$ cat config.mk
export PLATFORM = sky130hd
export DESIGN_NAME = sdram_cmd_tracker
export DESIGN_NICKNAME = d
export VERILOG_FILES = /design/src/rtl/sdram_trk_pkg.sv /design/src/rtl/sdram_cmd_decode.sv /design/src/rtl/sdram_bank_track.sv /design/src/rtl/sdram_burst_fsm.sv /design/src/rtl/sdram_cmd_tracker.sv
export SDC_FILE = /design/constraint.sdc
export NUM_CORES = 1
export LEC_CHECK = 0
export ABC_CLOCK_PERIOD_IN_PS = 2800
export BUFFER_PORTS_ARGS = -buffer_cell sky130_fd_sc_hd__buf_4
export CORE_ASPECT_RATIO = 2
export CORE_UTILIZATION = 50
export DETAILED_ROUTE_END_ITERATION = 10
export PLACE_DENSITY = 0.84
export SYNTH_ARGS = -nofsm -noshare
export SYNTH_HDL_FRONTEND = slang
export SYNTH_SLANG_ARGS = --single-unit
$ cat constraint.sdc
create_clock -name clk -period 2.8 [get_ports clk]
set_input_delay 0.14 -clock clk [delete_from_list [all_inputs] [get_ports clk]]
set_output_delay 0.14 -clock clk [all_outputs]
set_load 0.01 [all_outputs]
$ cat src/rtl/sdram_trk_pkg.sv
`timescale 1ns/1ps
package sdram_trk_pkg;

    localparam int LEN_W = 4;

    typedef enum logic [3:0] {
        CMD_INH, CMD_NOP, CMD_ACT, CMD_RD, CMD_WR,
        CMD_BST, CMD_PRE, CMD_REF, CMD_LMR
    } cmd_e;

    typedef enum logic [1:0] {
        BS_IDLE, BS_READ, BS_WRITE
    } bst_e;

    function automatic logic [LEN_W-1:0] burst_len(input logic [2:0] code);
        logic [LEN_W-1:0] len;
        case (code)
            3'b000:  len = LEN_W'(1);
            3'b001:  len = LEN_W'(2);
            3'b010:  len = LEN_W'(4);
            default: len = LEN_W'(8);
        endcase
        return len;
    endfunction

endpackage

$ cat src/rtl/sdram_cmd_decode.sv
`timescale 1ns/1ps
module sdram_cmd_decode
    import sdram_trk_pkg::*;
(
    input  logic cs_n,
    input  logic ras_n,
    input  logic cas_n,
    input  logic we_n,
    output cmd_e cmd
);

    always_comb begin
        if (cs_n) begin
            cmd = CMD_INH;
        end else begin
            unique case ({ras_n, cas_n, we_n})
                3'b111: cmd = CMD_NOP;
                3'b011: cmd = CMD_ACT;
                3'b101: cmd = CMD_RD;
                3'b100: cmd = CMD_WR;
                3'b110: cmd = CMD_BST;
                3'b010: cmd = CMD_PRE;
                3'b001: cmd = CMD_REF;
                3'b000: cmd = CMD_LMR;
            endcase
        end
    end

endmodule

$ cat src/rtl/sdram_bank_track.sv
`timescale 1ns/1ps
module sdram_bank_track #(
    parameter int NB   = 4,
    parameter int BA_W = $clog2(NB)
) (
    input  logic            clk,
    input  logic            rst_n,
    input  logic            act_set,
    input  logic            pre_one,
    input  logic            pre_all,
    input  logic [BA_W-1:0] ba,
    input  logic [NB-1:0]   close_mask,
    output logic [NB-1:0]   open_q
);

    for (genvar b = 0; b < NB; b++) begin : g_bank
        logic q;
        wire  sel = (ba == BA_W'(b));

        always_ff @(posedge clk) begin
            if (!rst_n)
                q <= 1'b0;
            else if (close_mask[b] || pre_all || (pre_one && sel))
                q <= 1'b0;
            else if (act_set && sel)
                q <= 1'b1;
        end

        assign open_q[b] = q;
    end

endmodule

$ cat src/rtl/sdram_burst_fsm.sv
`timescale 1ns/1ps
module sdram_burst_fsm
    import sdram_trk_pkg::*;
#(
    parameter int NB   = 4,
    parameter int BA_W = $clog2(NB)
) (
    input  logic             clk,
    input  logic             rst_n,
    input  logic             start_rd,
    input  logic             start_wr,
    input  logic             stop,
    input  logic [BA_W-1:0]  ba,
    input  logic             auto_pre,
    input  logic [LEN_W-1:0] rd_len,
    input  logic [LEN_W-1:0] wr_len,
    input  logic             cl3,
    input  logic             dqm,
    output logic             dq_oe,
    output logic             wr_strobe,
    output logic [NB-1:0]    close_mask
);

    bst_e             st, st_n;
    logic [LEN_W-1:0] cnt, cnt_n;
    logic             ap_q, ap_n;
    logic [BA_W-1:0]  bank_q, bank_n;
    logic [1:0]       rd_pipe;
    logic [1:0]       dqm_d;
    logic             last_beat;

    assign last_beat = (st != BS_IDLE) && (cnt == LEN_W'(1));

    // state register
    always_ff @(posedge clk) begin
        if (!rst_n) begin
            st      <= BS_IDLE;
            cnt     <= '0;
            ap_q    <= 1'b0;
            bank_q  <= '0;
            rd_pipe <= '0;
            dqm_d   <= '0;
        end else begin
            st      <= st_n;
            cnt     <= cnt_n;
            ap_q    <= ap_n;
            bank_q  <= bank_n;
            rd_pipe <= {rd_pipe[0], st == BS_READ};
            dqm_d   <= {dqm_d[0], dqm};
        end
    end

    // next state
    always_comb begin
        st_n   = st;
        cnt_n  = cnt;
        ap_n   = ap_q;
        bank_n = bank_q;
        unique case (st)
            BS_IDLE: ;
            BS_READ, BS_WRITE: begin
                if (last_beat) st_n = BS_IDLE;
                else           cnt_n = cnt - LEN_W'(1);
            end
            default: st_n = BS_IDLE;
        endcase
        if (stop) st_n = BS_IDLE;
        if (start_rd) begin
            st_n   = BS_READ;
            cnt_n  = rd_len;
            ap_n   = auto_pre;
            bank_n = ba;
        end else if (start_wr) begin
            st_n   = (wr_len > LEN_W'(1)) ? BS_WRITE : BS_IDLE;
            cnt_n  = wr_len - LEN_W'(1);
            ap_n   = auto_pre;
            bank_n = ba;
        end
    end

    // outputs
    always_comb begin
        close_mask = '0;
        if (last_beat && !stop && ap_q)
            close_mask[bank_q] = 1'b1;
        if (start_wr && (wr_len == LEN_W'(1)) && auto_pre)
            close_mask[ba] = 1'b1;
        dq_oe     = (cl3 ? rd_pipe[1] : rd_pipe[0]) & ~dqm_d[1];
        wr_strobe = (start_wr | ((st == BS_WRITE) & ~stop & ~start_rd)) & ~dqm;
    end

endmodule

$ cat src/rtl/sdram_cmd_tracker.sv
`timescale 1ns/1ps
module sdram_cmd_tracker
    import sdram_trk_pkg::*;
#(
    parameter int ROW_W  = 13,
    parameter int NB     = 4,
    parameter int MODE_W = 12,
    parameter int BA_W   = $clog2(NB)
) (
    input  logic              clk,
    input  logic              rst_n,
    input  logic              cke,
    input  logic              cs_n,
    input  logic              ras_n,
    input  logic              cas_n,
    input  logic              we_n,
    input  logic [ROW_W-1:0]  addr,
    input  logic [BA_W-1:0]   ba,
    input  logic              dqm,
    output logic              dq_oe,
    output logic              wr_strobe,
    output logic [NB-1:0]     bank_open,
    output logic [MODE_W-1:0] mode_q,
    output logic [ROW_W-1:0]  ref_row,
    output logic              self_ref,
    output logic              err
);

    localparam int AP_BIT = 10;

    cmd_e             cmd_raw, cmd;
    logic             hit, any_open;
    logic             rd_ok, wr_ok, act_ok, ref_ok, lmr_ok, bad;
    logic [LEN_W-1:0] rd_len, wr_len;
    logic             cl3;
    logic [NB-1:0]    close_mask;

    sdram_cmd_decode u_dec (
        .cs_n (cs_n),
        .ras_n(ras_n),
        .cas_n(cas_n),
        .we_n (we_n),
        .cmd  (cmd_raw)
    );

    assign cmd      = self_ref ? CMD_INH : cmd_raw;
    assign hit      = bank_open[ba];
    assign any_open = |bank_open;
    assign rd_ok    = (cmd == CMD_RD)  &&  hit;
    assign wr_ok    = (cmd == CMD_WR)  &&  hit;
    assign act_ok   = (cmd == CMD_ACT) && !hit;
    assign ref_ok   = (cmd == CMD_REF) && !any_open;
    assign lmr_ok   = (cmd == CMD_LMR) && !addr[ROW_W-1];
    assign bad      = ((cmd == CMD_RD || cmd == CMD_WR) && !hit)
                    || ((cmd == CMD_ACT) && hit)
                    || ((cmd == CMD_REF) && any_open)
                    || ((cmd == CMD_LMR) && addr[ROW_W-1]);

    assign rd_len = burst_len(mode_q[2:0]);
    assign wr_len = mode_q[9] ? LEN_W'(1) : rd_len;
    assign cl3    = (mode_q[6:4] != 3'b010);

    sdram_bank_track #(.NB(NB), .BA_W(BA_W)) u_banks (
        .clk       (clk),
        .rst_n     (rst_n),
        .act_set   (act_ok),
        .pre_one   ((cmd == CMD_PRE) && !addr[AP_BIT]),
        .pre_all   ((cmd == CMD_PRE) &&  addr[AP_BIT]),
        .ba        (ba),
        .close_mask(close_mask),
        .open_q    (bank_open)
    );

    sdram_burst_fsm #(.NB(NB), .BA_W(BA_W)) u_burst (
        .clk       (clk),
        .rst_n     (rst_n),
        .start_rd  (rd_ok),
        .start_wr  (wr_ok),
        .stop      (cmd == CMD_BST),
        .ba        (ba),
        .auto_pre  (addr[AP_BIT]),
        .rd_len    (rd_len),
        .wr_len    (wr_len),
        .cl3       (cl3),
        .dqm       (dqm),
        .dq_oe     (dq_oe),
        .wr_strobe (wr_strobe),
        .close_mask(close_mask)
    );

    always_ff @(posedge clk) begin
        if (!rst_n) begin
            mode_q   <= '0;
            ref_row  <= '0;
            self_ref <= 1'b0;
            err      <= 1'b0;
        end else begin
            err <= bad;
            if (lmr_ok) mode_q  <= addr[MODE_W-1:0];
            if (ref_ok) ref_row <= ref_row + ROW_W'(1);
            if (self_ref && cke)      self_ref <= 1'b0;
            else if (ref_ok && !cke)  self_ref <= 1'b1;
        end
    end

endmodule

==> results.py <==
metrics = {
    "power": {
        "leakagePower_nw": 1.10,
        "netSwitchingPower_uw": 260,
        "internal-power_uw": 841,
        "p_comb_share_pct": 8.7,
        "switching_share_pct": 23.6,
        "p_total_mw": 1.10,
        "ir_drop_uv": 331,
        "clkPwrFrac_pct": 34.0,
        "p_seq_share_pct": 57.3,
        "power_density_nw_per_um2": 383,
    },
    "yosys": {
        "synthTopCellsByCount": "dfxtp_1 (44), nor2_1 (39), mux2i_1 (17)",
        "synth_xor_area_share_pct": 4.83,
        "synthArstFlopShare_pct": 0,
        "syn_area_per_cell_um2": 9.03,
        "synth_area_um2": 2360,
        "synth_edf_count": 0,
        "synthAdderAreaFrac_pct": 5.31,
        "ys_seq_elements": 44,
        "synth_most_common_cell": "dfxtp_1",
        "ys_warn_count": 0,
        "synth_area_leaders": "dfxtp_1 (37%), mux2i_1 (7.2%), nor2_1 (6.2%)",
        "yosysSeqAreaShare_pct": 37.4,
        "synth_compound_area_share_pct": 14.4,
        "yosys-mux-area-fraction_pct": 8.18,
        "synth_top_family_by_area": "simple AND/OR/NAND/NOR gates",
        "synth_top_area_cell": "dfxtp_1",
        "yosysTopAreaCellShare_pct": 37.4,
        "synthFlopType": "dfxtp_1",
        "synth_cell_types": 55,
        "syn_inst": 261,
        "syn-num-nets": 294,
        "synthSimpleGateAreaFrac_pct": 25.0,
    },
    "detailed_routing": {
        "drt_first_pass_iters": 4,
        "dr.first_iter.drc_count": 42,
        "route.detailed.drc": 0,
        "via_per_inst": 5.69,
        "wirelength_um": 5420,
        "wl_per_cell_um": 14.7,
        "vias": 2099,
        "ant_nets": 0,
    },
    "global_route": {
        "overflow": 0,
        "antenna_found_initial": 0,
        "grt_pass1_wl_um": 9000,
        "grt_usage_pct": 23.2,
        "grt_pass1_vias": 2055,
        "grt_max_degree": 34,
    },
    "final_layout": {
        "nets": 347,
        "antenna_cells": 0,
        "fillers": 418,
        "stdcell_area_um2": 2870,
        "final_layout_size_suffix_gt1_share_pct": 25.2,
        "syn_to_final_growth_pct": 22.0,
    },
    "timing": {
        "slew_headroom_pct": 54.7,
        "fin_skew_ns": 0.00711,
        "rsz0062_at_grt": "no",
        "max_freq_mhz": 482,
        "setup_viol": 0,
        "finalHoldViolations": 0,
        "worst_slew_pin_slew_ns": 0.670,
        "finalSetupTns_ns": 0,
        "drv_slew": 0,
        "post-route-period-util_pct": 74.1,
        "period_needed_ns": 2.07,
    },
    "min_path": {
        "hold_class": "in2reg",
        "holdCritStartpoint": "dqm",
    },
    "floorplanning": {
        "boundaryPins": 56,
        "die-area_um2": 5010,
        "initial_core_util_pct": 51.7,
        "core_area_um2": 4550,
        "rows": 35,
        "die_w_um": 50.5,
        "die_h_um": 99.1,
    },
    "worst_setup_path": {
        "crit_buf_inv": 0,
        "crit_path_max_incr_delay_ns": 0.37,
        "crit_start": "mode_q[1]",
        "crit_slowest_cell": "dfxtp_1",
        "cp.arrival_ns": 2.26,
        "path_class": "reg2reg",
        "crit_family": "simple AND/OR/NAND/NOR gates",
        "start_kind": "flop",
        "worstReg2RegStart": "mode_q[1]",
        "crit_chain": "nor2_1, nand2_1, or2_2, ha_1, o2111a_1, a21oi_2, nor2_2, a2111oi_2",
        "crit_fanout": 7,
        "end_kind": "flop",
        "required_ns": 2.98,
    },
    "outcome": {
        "status": "finished clean",
    },
    "placed_design": {
        "dp_hpwl_um": 4100,
        "gp_congestion": 0.896,
        "place_area_um2": 2780,
        "port-buffer-count": 55,
    },
    "cts": {
        "clk_path_buf_depth": 2,
        "clkTransAtPathRegs_ns": 0.08,
        "cts_tree": "built",
        "cts-root-buf": "clkbuf_8",
        "clkSinkCount": 44,
        "numCtsBuffers": 5,
        "htree_levels": 2,
        "clock_latency_ns": 0.29,
    },
    "job": {
        "cap_violations": 0,
    },
}
-- per-layer routing --
layer  vias up  GRT usage (%)  wire length (um)
li1       1037              -                 -
met1       986           24.2              2090
met2        61           43.3              2960
met3        15           2.78               177
met4         0           12.2               188
met5         -              0                 0
-- final cells by class --
type,instances,area [um^2],share of cell area [%]
clock buffer,5,68.8,2.39
tap,55,68.8,2.39
multi-input combinational,193,1360,47.3
clock inverter,2,12.5,0.435
timing repair buffer,58,438,15.2
sequential,44,881,30.6
inverter,12,45.0,1.57
-- cells in the final DEF (no fill, tap or decap), drive strengths merged, types with 3 or more instances in the layout --
cell type and instances:
and2 4, ha 10, nor2b 4, o21ai 4, inv 11, nor3b 5, xnor2 8, mux2i 17
nor2 40, buf 57, nand2 10, xor2 5, a2111oi 3, nand2b 3, nand4 10, nor3 12
a31oi 3, a21oi 12, nor4b 3, dfxtp 44, nand3 11, clkbuf 5, or2 3
-- cell families (layout without fill, tap and decap cells) --
family                     count (synthesis)  in the layout
AOI/OAI and AO/OA                         41             41
xor gates and xnor gates                  13             13
adders and majority gates                 10             10
buffers and inverters                     24             77
DFF                                       44             44
muxes                                     18             18
and+or+nand+nor                          111            111
-- registers in the layout, summed over array words and instances (netlist names) --
| signal | cells |
|---|---|
| u_burst.bank_q | 2 |
| err | 1 |
| mode_q | 12 |
| u_burst.dqm_d | 2 |
| ref_row | 13 |
| u_burst.ap_q | 1 |
| u_burst.cnt | 4 |
| u_banks.g_bank.q | 4 |
| u_burst.rd_pipe | 2 |
| u_burst.st | 2 |
| self_ref | 1 |
-- what timing repair did --
action / in CTS / in global routing
hold buffers: 0 / 1
resized for setup: 0 / 0
buffers inserted: 0 / 0
hold endpoints to repair: 0 / 1
-- worst reg2reg max path, cell delays in order (launching register included) --
cell and delay [ns]:
dfxtp_1 0.37, nor2_1 0.21, nand2_1 0.13, or2_2 0.32, ha_1 0.22, o2111a_1 0.15, a21oi_2 0.15, nor2_2 0.09
a2111oi_2 0.33
-- per-stage QoR --
step                      std cells  utilization, %  setup slack (ns)  hold WS (ns)
after floorplan                 261               -             0.988         0.219
after global placement          361            61.1             0.806         0.306
after detailed placement        361            61.1             0.756         0.311
after CTS                       368            62.9             0.719      0.000417
after global routing            369            63.1             0.571        0.0733
final                           369            63.1             0.726        0.0714
-- path summary, 6_finish.rpt --
kind	end	slack [ns]	depth (start not counted)
max	u_banks.g_bank[0].q	0.73	8
min	u_burst.dqm_d[0]	0.07	2
max reg2reg	u_banks.g_bank[0].q	0.73	8
min reg2reg	u_burst.dqm_d[1]	0.45	1
-- power by group through the flow --
stage                     registers, mW  logic [mW]  clock network [mW]
after floorplan                   0.646      0.0510                   0
after global placement            0.646      0.0917                   0
after detailed placement          0.646      0.0938                   0
after CTS                         0.632      0.0943               0.385
after global routing              0.632       0.104               0.411
final                             0.632      0.0955               0.374
Note: power is estimated with default switching activity, not from simulation.
